**src/rtl/gpio_edge_pkg.sv**
```systemverilog
package gpio_edge_pkg;
  // register word indices (byte offset >> 2)
  localparam logic [1:0] WORD_RISE = 2'd0;
  localparam logic [1:0] WORD_FALL = 2'd1;
  localparam logic [1:0] WORD_STAT = 2'd2;
  localparam logic [1:0] WORD_WAKE = 2'd3;

  typedef struct packed {
    logic       wrRise;
    logic       wrFall;
    logic       wrClr;
    logic       wrWake;
    logic [1:0] rdSel;
  } ctrlStrobes_t;
endpackage

```
**src/rtl/gpio_edge_ctrl.sv**
```systemverilog
module gpio_edge_ctrl
  import gpio_edge_pkg::*;
#(
  parameter int ADDR_W = 4
) (
  input  logic              regWrEn,
  input  logic [ADDR_W-1:0] regAddr,
  output ctrlStrobes_t      strobes
);
  logic [1:0] wordSel;
  assign wordSel = regAddr[3:2];

  always_comb begin
    strobes        = '0;
    strobes.rdSel  = wordSel;
    strobes.wrRise = regWrEn && (wordSel == WORD_RISE);
    strobes.wrFall = regWrEn && (wordSel == WORD_FALL);
    strobes.wrClr  = regWrEn && (wordSel == WORD_STAT);
    strobes.wrWake = regWrEn && (wordSel == WORD_WAKE);
  end
endmodule

```
**src/rtl/gpio_edge_dp.sv**
```systemverilog
module gpio_edge_dp
  import gpio_edge_pkg::*;
#(
  parameter int PIN_COUNT    = 28,
  parameter int DIRECT_COUNT = 11,
  parameter int DATA_W       = 32
) (
  input  logic                    clk,
  input  logic                    rstN,
  input  logic [PIN_COUNT-1:0]    pinIn,
  input  ctrlStrobes_t            strobes,
  input  logic [DATA_W-1:0]       wrData,
  output logic [DATA_W-1:0]       rdData,
  output logic [DIRECT_COUNT-1:0] irqDirect,
  output logic                    irqShared,
  output logic                    wakeReq,
  output logic [PIN_COUNT-1:0]    statusQ,
  output logic [PIN_COUNT-1:0]    edgeHit,
  output logic [PIN_COUNT-1:0]    riseEnQ,
  output logic [PIN_COUNT-1:0]    fallEnQ,
  output logic [PIN_COUNT-1:0]    wakeEnQ
);
  localparam int PAD_W = DATA_W - PIN_COUNT;

  logic [PIN_COUNT-1:0] syncA, syncB, prevQ;
  logic [PIN_COUNT-1:0] wrBits, clrMask;

  assign wrBits  = wrData[PIN_COUNT-1:0];
  assign clrMask = strobes.wrClr ? wrBits : '0;

  // two-flop synchroniser followed by one history flop
  always_ff @(posedge clk or negedge rstN) begin
    if (!rstN) begin
      syncA <= '0;
      syncB <= '0;
      prevQ <= '0;
    end else begin
      syncA <= pinIn;
      syncB <= syncA;
      prevQ <= syncB;
    end
  end

  for (genvar p = 0; p < PIN_COUNT; p++) begin : g_pin
    logic roseNow, fellNow;
    assign roseNow    =  syncB[p] && !prevQ[p];
    assign fellNow    = !syncB[p] &&  prevQ[p];
    assign edgeHit[p] = (roseNow && riseEnQ[p]) || (fellNow && fallEnQ[p]);
  end

  always_ff @(posedge clk or negedge rstN) begin
    if (!rstN) begin
      riseEnQ <= '0;
      fallEnQ <= '0;
      wakeEnQ <= '0;
      statusQ <= '0;
    end else begin
      if (strobes.wrRise) riseEnQ <= wrBits;
      if (strobes.wrFall) fallEnQ <= wrBits;
      if (strobes.wrWake) wakeEnQ <= wrBits;
      // a fresh edge takes priority over a same-cycle clear
      statusQ <= (statusQ & ~clrMask) | edgeHit;
    end
  end

  always_comb begin
    unique case (strobes.rdSel)
      WORD_RISE: rdData = {{PAD_W{1'b0}}, riseEnQ};
      WORD_FALL: rdData = {{PAD_W{1'b0}}, fallEnQ};
      WORD_STAT: rdData = {{PAD_W{1'b0}}, statusQ};
      default:   rdData = {{PAD_W{1'b0}}, wakeEnQ};
    endcase
  end

  assign irqDirect = statusQ[DIRECT_COUNT-1:0];
  assign irqShared = |statusQ[PIN_COUNT-1:DIRECT_COUNT];
  assign wakeReq   = |(statusQ & wakeEnQ);
endmodule

```
**src/rtl/gpio_edge_irq.sv**
```systemverilog
module gpio_edge_irq
  import gpio_edge_pkg::*;
#(
  parameter int PIN_COUNT    = 28,
  parameter int DIRECT_COUNT = 11,
  parameter int DATA_W       = 32,
  parameter int ADDR_W       = 4
) (
  input  logic                    clk,
  input  logic                    rstN,
  input  logic [PIN_COUNT-1:0]    pinIn,
  input  logic                    regWrEn,
  input  logic [ADDR_W-1:0]       regAddr,
  input  logic [DATA_W-1:0]       regWrData,
  output logic [DATA_W-1:0]       regRdData,
  output logic [DIRECT_COUNT-1:0] irqDirect,
  output logic                    irqShared,
  output logic                    wakeReq
);
  ctrlStrobes_t         strobes;
  logic [PIN_COUNT-1:0] statusQ, edgeHit, riseEnQ, fallEnQ, wakeEnQ;

  gpio_edge_ctrl #(.ADDR_W(ADDR_W)) ctrl_i (
    .regWrEn (regWrEn),
    .regAddr (regAddr),
    .strobes (strobes)
  );

  gpio_edge_dp #(
    .PIN_COUNT   (PIN_COUNT),
    .DIRECT_COUNT(DIRECT_COUNT),
    .DATA_W      (DATA_W)
  ) dp_i (
    .clk      (clk),
    .rstN     (rstN),
    .pinIn    (pinIn),
    .strobes  (strobes),
    .wrData   (regWrData),
    .rdData   (regRdData),
    .irqDirect(irqDirect),
    .irqShared(irqShared),
    .wakeReq  (wakeReq),
    .statusQ  (statusQ),
    .edgeHit  (edgeHit),
    .riseEnQ  (riseEnQ),
    .fallEnQ  (fallEnQ),
    .wakeEnQ  (wakeEnQ)
  );
endmodule

```
**config.mk**
```make
export PLATFORM = sky130hd
export DESIGN_NAME = gpio_edge_irq
export DESIGN_NICKNAME = d
export VERILOG_FILES = /design/src/rtl/gpio_edge_pkg.sv /design/src/rtl/gpio_edge_ctrl.sv /design/src/rtl/gpio_edge_dp.sv /design/src/rtl/gpio_edge_irq.sv
export SDC_FILE = /design/constraint.sdc
export NUM_CORES = 1
export LEC_CHECK = 0
export ABC_CLOCK_PERIOD_IN_PS = 4100
export BUFFER_PORTS_ARGS = -buffer_cell sky130_fd_sc_hd__buf_2
export CAP_MARGIN = 20
export CORE_MARGIN = 4
export CORE_UTILIZATION = 61
export CTS_CLUSTER_DIAMETER = 120
export DETAILED_ROUTE_END_ITERATION = 16
export MAX_ROUTING_LAYER = met4
export PLACE_DENSITY = 0.83
export SYNTH_ARGS = -nofsm -noshare
export SYNTH_HDL_FRONTEND = slang
export SYNTH_SLANG_ARGS = --single-unit
```
**constraint.sdc**
```tcl
create_clock -name clk -period 4.1 [get_ports clk]
set_clock_uncertainty 0.15 [all_clocks]
set_input_delay 0.205 -clock clk [delete_from_list [all_inputs] [get_ports clk]]
set_output_delay 0.205 -clock clk [all_outputs]
set_load 0.01 [all_outputs]
```
==> impl_metrics.toml <==
[grt]
grtUsageTotal_pct = 26.6
antenna_found_initial = 0
grt_pass1_wl_mm = 28.6
grt-ovfl-total = 0
grt_max_degree = 132
grt_pass1_vias = 5576

[floorplanning]
die_y_um = 121
die_area_mm2 = 0.0145
start_util_pct = 63.3
die_w_um = 121
rows = 40
core_area_mm2 = 0.0122
ioPinCount = 112

[drt]
wire_per_inst_um = 19.5
vias = 5091
drtAntennaViolNets = 0
finalWirelength_mm = 17.5
drtIter0Drc = 371
drc_errors = 0
viasPerCell = 5.66
dr.pass1.iters = 4

[layout]
drive_gt1_share_pct = 26.2
syn2layout_area_growth_pct = 20.5
multi_input_area_mm2 = 0.00241
diodes = 0
fin_nets = 788
regArea_mm2 = 0.00490
num-fill-cells = 782
fin_cells = 900

[power]
cellPowerDensity_mw_per_mm2 = 491
ir_worst_vdd_mv = 0.389
p_leak_uw = 0.00412

[clocking]
cts_inserted_buffers = 17
cts_sinks = 196
clk-insertion-delay-late_ns = 0.43
postCtsSetupRepairBufs = 0
cts_tree = "done"
clockBufferDepth = 2
clkTransAtPathRegs_ns = 0.07
cts-root-buf = "clkbuf_16"
cts-htree-levels = 4

[timing]
final-max-slew-violation-count = 0
max_slew.worst_pin.slew_ns = 1.00
period_needed_ns = 2.50
slew_headroom_pct = 33.3
period_share_pct = 61.0
setup_viol = 0
max_freq_ghz = 0.400
totalNegativeSetupSlack_ns = 0
hold_viol_final = 0
rsz0062_at_grt = "false"

[yosys]
syn_area_per_cell_um2 = 13.5
ys_seq_area_share_pct = 63.5
synth_top_area_share_pct = 63.5
synth-seq-cells = 196
ys.flop_type = "dfrtp_1"
yosys_warnings = 0
synth-edff-count = 0
netlist_area_mm2 = 0.00773
syn-instance-count = 572
async_reset_ff_share_pct = 100
synth_area_leader_cell = "dfrtp_1"
yosys.cell_types.count = 23
synthTopCellsByArea = "dfrtp_1 (63%), mux4_2 (8.2%), nand2_1 (4.1%)"

[worst_setup_path]
crit_type = "reg -> out"
cp.buffers_inverters = 1
worstPathArrival_ns = 2.15
worstPathRequired_ns = 3.74
max_stage_delay_ns = 0.58
path_cells = "a22oi_1 > nand4_1 > or4_1 > buf_2"
critical_path.max_fanout = 4
cp_top_family = "simple AND/OR/NAND/NOR gates"
critPathSlowestCell = "or4_1"
start_kind = "flip-flop"
end_kind = "primary output"

[worst_hold_path]
hold_path.class = "reg -> reg"

[flow_run]
drv_cap = 0

[status]
status = "finished clean"

[place]
dp_cells = 813
place_hpwl_mm = 11.0
place.gp.congestion = 0.810
port_buffers = 101
[per-stage QoR]
stage	instance area [um^2]	utilization (%)	total power, uW	hold WS, ns	setup WS (ns)
CTS	9310	76.3	4580	0.198	1.62
global route	9310	76.3	4770	0.203	1.55
global placement	8230	67.4	3020	0.162	1.62
floorplan	7740	-	2790	-0.241	2.54
detailed placement	8230	67.4	3070	0.164	1.49
finish	9310	76.3	4570	0.197	1.60
[repair_timing]
action,in CTS,in global routing
endpoints found under the hold margin,242,0
hold buffers,57,0
gates resized for setup,0,0
[cell type report]
cell class | count | area share [%]
sequential | 196 | 52.7
inverter | 28 | 1.13
tap | 168 | 2.26
clock buffer | 26 | 5.25
multi-input combinational | 313 | 25.9
clock inverter | 4 | 0.269
timing repair buffer | 165 | 12.5
[worst paths after layout]
kind / startpoint / endpoint / slack, ns / cells past startpoint
worst max-delay path: dp_i.statusQ[20]$_DFF_PN0_ / wakeReq / 1.60 / 4
worst min-delay path: dp_i.syncA[5]$_DFF_PN0_ / dp_i.syncB[5]$_DFF_PN0_ / 0.20 / 0
worst max register to register: dp_i.statusQ[23]$_DFF_PN0_ / dp_i.statusQ[23]$_DFF_PN0_ / 3.10 / 2
worst min register to register: dp_i.syncA[5]$_DFF_PN0_ / dp_i.syncB[5]$_DFF_PN0_ / 0.20 / 0
max in group asynchronous: rstN / dp_i.prevQ[11]$_DFF_PN0_ / 2.55 / 3
min in group asynchronous: rstN / dp_i.syncB[17]$_DFF_PN0_ / 0.37 / 2
[report_power, final]
| group | internal, uW | total, uW | switching (uW) | leakage [uW] |
|---|---|---|---|---|
| Combinational | 358 | 705 | 347 | 0.00158 |
| Sequential | 2170 | 2390 | 215 | 0.00229 |
| Clock | 816 | 1480 | 660 | 0.000246 |
| Total | 3350 | 4570 | 1220 | 0.00412 |
[routing by layer]
metal / GRT usage (%) / vias up / wire length (um)
met5: - / - / 0
met3: 6.78 / 20 / 955
met1: 32.6 / 2592 / 7180
met4: 8.07 / 0 / 250
met2: 44.3 / 157 / 9160
li1: - / 2322 / -
[logic make-up after synthesis]
kind of cell	synth area share (%)
flops	63.5
mux	12.2
compound gates	10.5
other cells	0.0485
buf+inv	5.49
simple gates	8.24
[registers in the layout, summed over array words and instances (netlist names)]
register	count
dp_i.riseEnQ	28
dp_i.statusQ	28
dp_i.prevQ	28
dp_i.wakeEnQ	28
dp_i.fallEnQ	28
dp_i.syncB	28
dp_i.syncA	28
[cell usage after synthesis, types with 2 or more instances]
master    number
a22oi_1       14
buf_4         21
buf_6         13
clkbuf_1       4
dfrtp_1      196
inv_1         28
mux2_1        20
mux2_2         8
mux4_2        28
nand2_1       85
nand3b_1      28
nand3b_2       2
nand4_1        4
nor4_1         3
o211ai_1      28
o21ai_0       40
o21ai_1       24
o21ai_2       20
or4_1          2
[placed cells by master (no fill, tap or decap), drive strengths merged]
master       count
o211ai          28
nor2             1
nand3            1
nand3b          30
nand2           85
nand4            4
o21ai           84
clkinvlp         2
conb             4
nor3b            1
mux4            28
dlygate4sd3     57
dfrtp          196
clkbuf          27
nor4             3
clkinv           2
a22oi           14
or4              2
buf            107
inv             28
mux2            28
(Power assumes the default switching activity.)
